===== config.mk =====
export PLATFORM = sky130hd
export DESIGN_NAME = vnarrow_unit
export DESIGN_NICKNAME = d
export VERILOG_FILES = /design/src/rtl/vnarrow_pkg.sv /design/src/rtl/vnarrow_decode.sv /design/src/rtl/vnarrow_sat.sv /design/src/rtl/vnarrow_lanes.sv /design/src/rtl/vnarrow_unit.sv
export SDC_FILE = /design/constraint.sdc
export NUM_CORES = 1
export LEC_CHECK = 0
export ABC_AREA = 0
export BUFFER_PORTS_ARGS = -buffer_cell sky130_fd_sc_hd__buf_2
export CAP_MARGIN = 20
export CORE_AREA = 2 2 171 173
export CTS_CLUSTER_SIZE = 30
export DETAILED_ROUTE_END_ITERATION = 10
export DIE_AREA = 0 0 173 175
export GPL_TIMING_DRIVEN = 0
export PLACE_DENSITY = 0.45
export SLEW_MARGIN = 5
export SYNTH_ARGS = -nofsm -noshare
export SYNTH_HDL_FRONTEND = slang
export SYNTH_SLANG_ARGS = --single-unit

===== constraint.sdc =====
create_clock -name clk -period 2.5 [get_ports clk]
set_input_delay 0.375 -clock clk [delete_from_list [all_inputs] [get_ports clk]]
set_output_delay 0.375 -clock clk [all_outputs]
set_load 0.01 [all_outputs]

===== src/rtl/vnarrow_pkg.sv =====
package vnarrow_pkg;
  localparam int INSTR_W  = 32;
  localparam int WIDE_W   = 32;
  localparam int NARROW_W = 16;
  localparam int IDX_W    = 5;
  localparam int ZN_W     = 4;
  localparam int OPC_W    = 22;
  localparam logic [OPC_W-1:0] OPC_FIXED = 22'b0100010100110001010000;

  typedef struct packed {
    logic [IDX_W-1:0] rd_a;
    logic [IDX_W-1:0] rd_b;
    logic [IDX_W-1:0] dst;
  } vn_regs_t;
endpackage


===== src/rtl/vnarrow_decode.sv =====
module vnarrow_decode
  import vnarrow_pkg::*;
(
  input  logic [INSTR_W-1:0] instr,
  output logic               match,
  output vn_regs_t           regs
);
  logic [ZN_W-1:0] zn;

  always_comb begin
    match     = (instr[INSTR_W-1:INSTR_W-OPC_W] == OPC_FIXED) && !instr[5];
    zn        = instr[9:6];
    regs.rd_a = {zn, 1'b0};
    regs.rd_b = {zn, 1'b1};
    regs.dst  = instr[4:0];
  end

  always_comb begin
    AST_IDX_PAIR: assert (regs.rd_a[0] == 1'b0 && regs.rd_b == regs.rd_a + 1'b1);
  end
endmodule


===== src/rtl/vnarrow_sat.sv =====
module vnarrow_sat #(
  parameter int IN_W  = 32,
  parameter int OUT_W = 16
) (
  input  logic [IN_W-1:0]  din,
  output logic [OUT_W-1:0] dout,
  output logic             clamped
);
  localparam logic [IN_W-1:0] HI = {{(IN_W-OUT_W+1){1'b0}}, {(OUT_W-1){1'b1}}};
  localparam logic [IN_W-1:0] LO = ~HI;

  always_comb begin
    if ($signed(din) > $signed(HI)) begin
      dout    = HI[OUT_W-1:0];
      clamped = 1'b1;
    end else if ($signed(din) < $signed(LO)) begin
      dout    = LO[OUT_W-1:0];
      clamped = 1'b1;
    end else begin
      dout    = din[OUT_W-1:0];
      clamped = 1'b0;
    end
  end

  always_comb begin
    AST_CLAMP_SIGN: assert (!clamped || dout[OUT_W-1] == din[IN_W-1]);
    AST_PASS_EXACT: assert (clamped || {{(IN_W-OUT_W){dout[OUT_W-1]}}, dout} == din);
  end
endmodule


===== src/rtl/vnarrow_lanes.sv =====
module vnarrow_lanes
  import vnarrow_pkg::*;
#(
  parameter int VL = 128
) (
  input  logic [VL-1:0] src_a,
  input  logic [VL-1:0] src_b,
  output logic [VL-1:0] dst,
  output logic          any_sat
);
  localparam int NELEM = VL / WIDE_W;
  localparam int NLANE = 2 * NELEM;

  logic [NLANE-1:0] lane_clamp;

  for (genvar e = 0; e < NELEM; e++) begin : g_elem
    for (genvar i = 0; i < 2; i++) begin : g_src
      logic [WIDE_W-1:0] wide;
      if (i == 0) begin : g_a
        assign wide = src_a[e*WIDE_W +: WIDE_W];
      end else begin : g_b
        assign wide = src_b[e*WIDE_W +: WIDE_W];
      end
      vnarrow_sat #(.IN_W(WIDE_W), .OUT_W(NARROW_W)) i_sat (
        .din     (wide),
        .dout    (dst[(2*e+i)*NARROW_W +: NARROW_W]),
        .clamped (lane_clamp[2*e+i])
      );
    end
  end

  assign any_sat = |lane_clamp;
endmodule


===== src/rtl/vnarrow_unit.sv =====
module vnarrow_unit
  import vnarrow_pkg::*;
#(
  parameter int VL = 128
) (
  input  logic               clk,
  input  logic               rst,
  input  logic               in_valid,
  input  logic               feat_en,
  input  logic [INSTR_W-1:0] instr,
  input  logic [VL-1:0]      src_a,
  input  logic [VL-1:0]      src_b,
  output logic [IDX_W-1:0]   rd_idx_a,
  output logic [IDX_W-1:0]   rd_idx_b,
  output logic               res_valid,
  output logic               res_undef,
  output logic               res_nomatch,
  output logic [VL-1:0]      res_data,
  output logic               res_sat,
  output logic [IDX_W-1:0]   res_dst
);
  if (VL % 128 != 0 || VL < 128 || VL > 2048) begin : g_bad_vl
    $error("vnarrow_unit: VL must be a multiple of 128 in [128, 2048]");
  end

  logic          match;
  vn_regs_t      regs;
  logic [VL-1:0] narrow;
  logic          any_sat;
  logic          accept;

  vnarrow_decode i_decode (
    .instr (instr),
    .match (match),
    .regs  (regs)
  );

  vnarrow_lanes #(.VL(VL)) i_lanes (
    .src_a   (src_a),
    .src_b   (src_b),
    .dst     (narrow),
    .any_sat (any_sat)
  );

  assign rd_idx_a = regs.rd_a;
  assign rd_idx_b = regs.rd_b;
  assign accept   = in_valid && match && feat_en;

  always_ff @(posedge clk) begin
    if (rst) begin
      res_valid   <= 1'b0;
      res_undef   <= 1'b0;
      res_nomatch <= 1'b0;
      res_data    <= '0;
      res_sat     <= 1'b0;
      res_dst     <= '0;
    end else begin
      res_valid   <= accept;
      res_undef   <= in_valid && match && !feat_en;
      res_nomatch <= in_valid && !match;
      if (accept) begin
        res_data <= narrow;
        res_sat  <= any_sat;
        res_dst  <= regs.dst;
      end
    end
  end

  AST_ONE_OUTCOME: assert property (@(posedge clk) disable iff (rst)
    $countones({res_valid, res_undef, res_nomatch}) <= 1);
  AST_VALID_CAUSE: assert property (@(posedge clk) disable iff (rst)
    res_valid |-> $past(in_valid && feat_en));
  AST_UNDEF_CAUSE: assert property (@(posedge clk) disable iff (rst)
    res_undef |-> $past(in_valid && !feat_en));
  AST_DATA_HOLD: assert property (@(posedge clk) disable iff (rst)
    !res_valid |-> $stable(res_data));
endmodule


==> flow_summary_export.csv <==
group,metric,value,unit
timing,max_slew_margin,27.36,%
global_route,grt_pass1_vias,6992,
yosys,syn_area,0.005866,mm2
critical_path,cp-start-kind,"primary input",
flow_run,max-cap-violations,0,
yosys,ys_async_sr_fraction,0,%
route,ant_nets,0,
place,io_buffers,431,
place,dp_hpwl,21320,um
yosys,avgSynthCellArea,8.273,um2
power,power_density,571.3,mW/mm2
timing,final-setup-viol-count,0,
power,finalPower,5.199,mW
yosys,yosysSeqAreaShare,46.76,%
global_route,antenna_found_initial,0,
route,routed_wl,26930,um
timing,rsz0062_at_grt,"no",
critical_path,crit_arrival,2530,ps
timing,timing.hold.ws,169.4,ps
floorplan,fp-row-count,62,
yosys,synth_top_area_cell,"dfxtp_1",
critical_path,cp.required,2830,ps
layout,syn_to_final_growth,55.16,%
timing,fmax,455.1,MHz
layout,nets,1451,
critical_path,critPathMostFrequentCell,"buf_2",
layout,postLayoutCoreUtil,32.06,%
clock_network,clk_pin_slew,60,ps
place,place.gp.congestion,0.8190,
floorplan,die_area,0.03028,mm2
floorplan,start_util,20.66,%
yosys,synth_top_area_share,46.76,%
timing,fin_skew,0,ps
layout,post_layout_nonfiller_instances,1556,
yosys,synth_seq_cells,137,
yosys,synth_edf_count,0,
yosys,ys.flop_type,"dfxtp_1",
floorplan,chipWidth,173,um
clock_network,cts_tree,"done",
power,p_leak,3.928,nW
global_route,grt_pass1_wl,40720,um
clock_network,cts_inserted_buffers,17,
route,remaining_drc_errors,0,
critical_path,slowest_delay,440,ps
timing,fin_crit,2197,ps
critical_path,end_kind,"flip-flop",
floorplan,core_area,0.02839,mm2
place,place_inst,1524,
layout,nFillCells,3148,
clock_network,cts_resized,0,
yosys,syn_nets,1001,
yosys,postSynthCellCount,709,
clock_network,cts_root_buffer,"clkbuf_16",
layout,diodes,0,
yosys,synth.distinct_cells,32,
clock_network,htreeDepth,4,
clock_network,clk_latency,410,ps
global_route,grt_usage,17.37,%
route,vias,6996,
clock_network,cts_hold_buf,0,
layout,drive_gt1_share,43.00,%
timing,fin_crit_sh,87.89,%
hold_path,min_path_type,"primary input to flip-flop",
timing,tightest_slew,1087,ps
critical_path,crit_fanout,10,
yosys,yosys_warnings,0,
critical_path,worstPathCellList,"buf_2 -> nor4b_2 -> nand4_2 -> buf_6 -> nor3_2 -> buf_2 -> nand2_1 -> a21oi_1",
timing,slew_violations,0,
floorplan,die_h,175,um
route,drt-wirelength-per-cell,17.31,um
critical_path,worstSetupPathType,"primary input to flip-flop",
power,vdd_drop_max,0.0003781,V
yosys,synthTopCellsByArea,"dfxtp_1 (47%), a21oi_1 (11%), o21ai_0 (9.7%)",
floorplan,ios,439,
route,drtPass1Iterations,4,
timing,setup_tns,0,ps
timing,hold_viol_final,0,
global_route,grt_start_max_net_pins,17,
outcome,status,"completed",
clock_network,post_cts_buffers,0,
clock_network,clock-sinks,137,
route,routed_via_density,4.496,
global_route,globalRouteOverflowTotal,0,
route,drt_iter0_markers,275,
critical_path,slowest_stage,"nor3_2",
clock_network,cts_buffer_depth,2,
## kinds of logic after synthesis
logic type | Yosys count | share of synthesized area, %
simple gates | 239 | 21.84
flops | 137 | 46.76
compound gates | 273 | 25.83
buf+inv | 58 | 5.439
other cells | 2 | 0.1280
## cells in the mapped netlist (2+ instances only)
cell and instances:
clkbuf_2 4, nor4_4 6, nor3_1 2, buf_2 2
buf_6 6, nand2_1 134, o21ai_1 6, nor2_1 11
a21oi_1 129, a41oi_1 8, nand4_1 32, clkbuf_1 28
dfxtp_1 137, o41a_1 5, a211oi_1 7, a2111oi_4 3
and3_1 2, nand2b_1 7, nor4_1 35, or4_4 3
buf_4 13, conb_1 2, buf_1 5, o21ai_0 114
## metrics by stage
stage / setup WS, ps / cell area (um2)
5_1_grt: 53.81 / 9101
2_1_floorplan: 443.3 / 5866
6_report: 302.8 / 9101
3_3_place_gp: -285.6 / 8503
3_5_place_dp: -290.9 / 8503
4_1_cts: 142.2 / 9101
## flip-flops by register name, summed over array words and instances, names as in the netlist
register and count:
res_dst 5, res_undef 1, res_nomatch 1, res_data 128, res_valid 1, res_sat 1
## final cells by class
cell class              count  area (um2)  area share, %
multi-input cells         514        2804          30.81
flip-flops and latches    137        2743          30.13
repair buffers            431        2157          23.70
well taps                 384       480.5          5.279
clock buffers              20       456.7          5.018
plain buffers              58       319.1          3.506
clock inverters            12       141.4          1.553
## final timing paths
kind | startpoint | slack (ps) | to | depth (start not counted)
worst max-delay path | instr[12] | 300 | res_data[79] | 8
worst min-delay path | feat_en | 170 | res_undef | 2
worst max register to register | res_data[95] | 1770 | res_data[95] | 2
worst min register to register | res_data[79] | 450 | res_data[79] | 2
## cells in the final DEF (no fill, tap or decap), types with 2 or more instances in the layout
master,netlist,layout
o41a_1,5,5
a2111oi_4,3,3
or4_4,3,3
clkbuf_16,0,17
nor4_4,6,6
a41oi_1,8,8
clkbuf_8,0,2
and3_1,2,2
o21ai_1,6,6
nand4_1,32,32
clkbuf_2,4,4
clkbuf_1,28,29
o21ai_0,114,114
dfxtp_1,137,137
clkinv_4,0,2
nor2_1,11,11
clkinvlp_4,0,5
bufinv_16,0,2
nand2b_1,7,7
buf_4,13,13
nand2_1,134,134
a211oi_1,7,7
buf_2,2,433
buf_1,5,5
nor3_1,2,2
conb_1,2,2
inv_6,0,3
buf_6,6,6
nor4_1,35,35
a21oi_1,129,129
## power by group
group | total, mW | leakage (nW) | internal [mW] | switching [mW]
Combinational | 0.431 | 2.55 | 0.206 | 0.225
Sequential | 2.18 | 1.10 | 2.18 | 0.000227
Clock | 2.59 | 0.276 | 1.54 | 1.05
Total | 5.20 | 3.93 | 3.93 | 1.27
## metal layers
metal  GRT usage, %  wire length, um  up-vias
li1               -                -     3484
met1          21.71            11820     3256
met2          30.00            13300      238
met3          4.547             1510       18
met4          3.814              302        0
met5              0                0        -
## critical path, delay by kind of cell
| family | cells | cell delay, ps |
|---|---|---|
| compound gates | 1 | 140 |
| buf+inv | 3 | 820 |
| simple gates | 4 | 1180 |
Note: power is estimated with default switching activity, not from simulation.
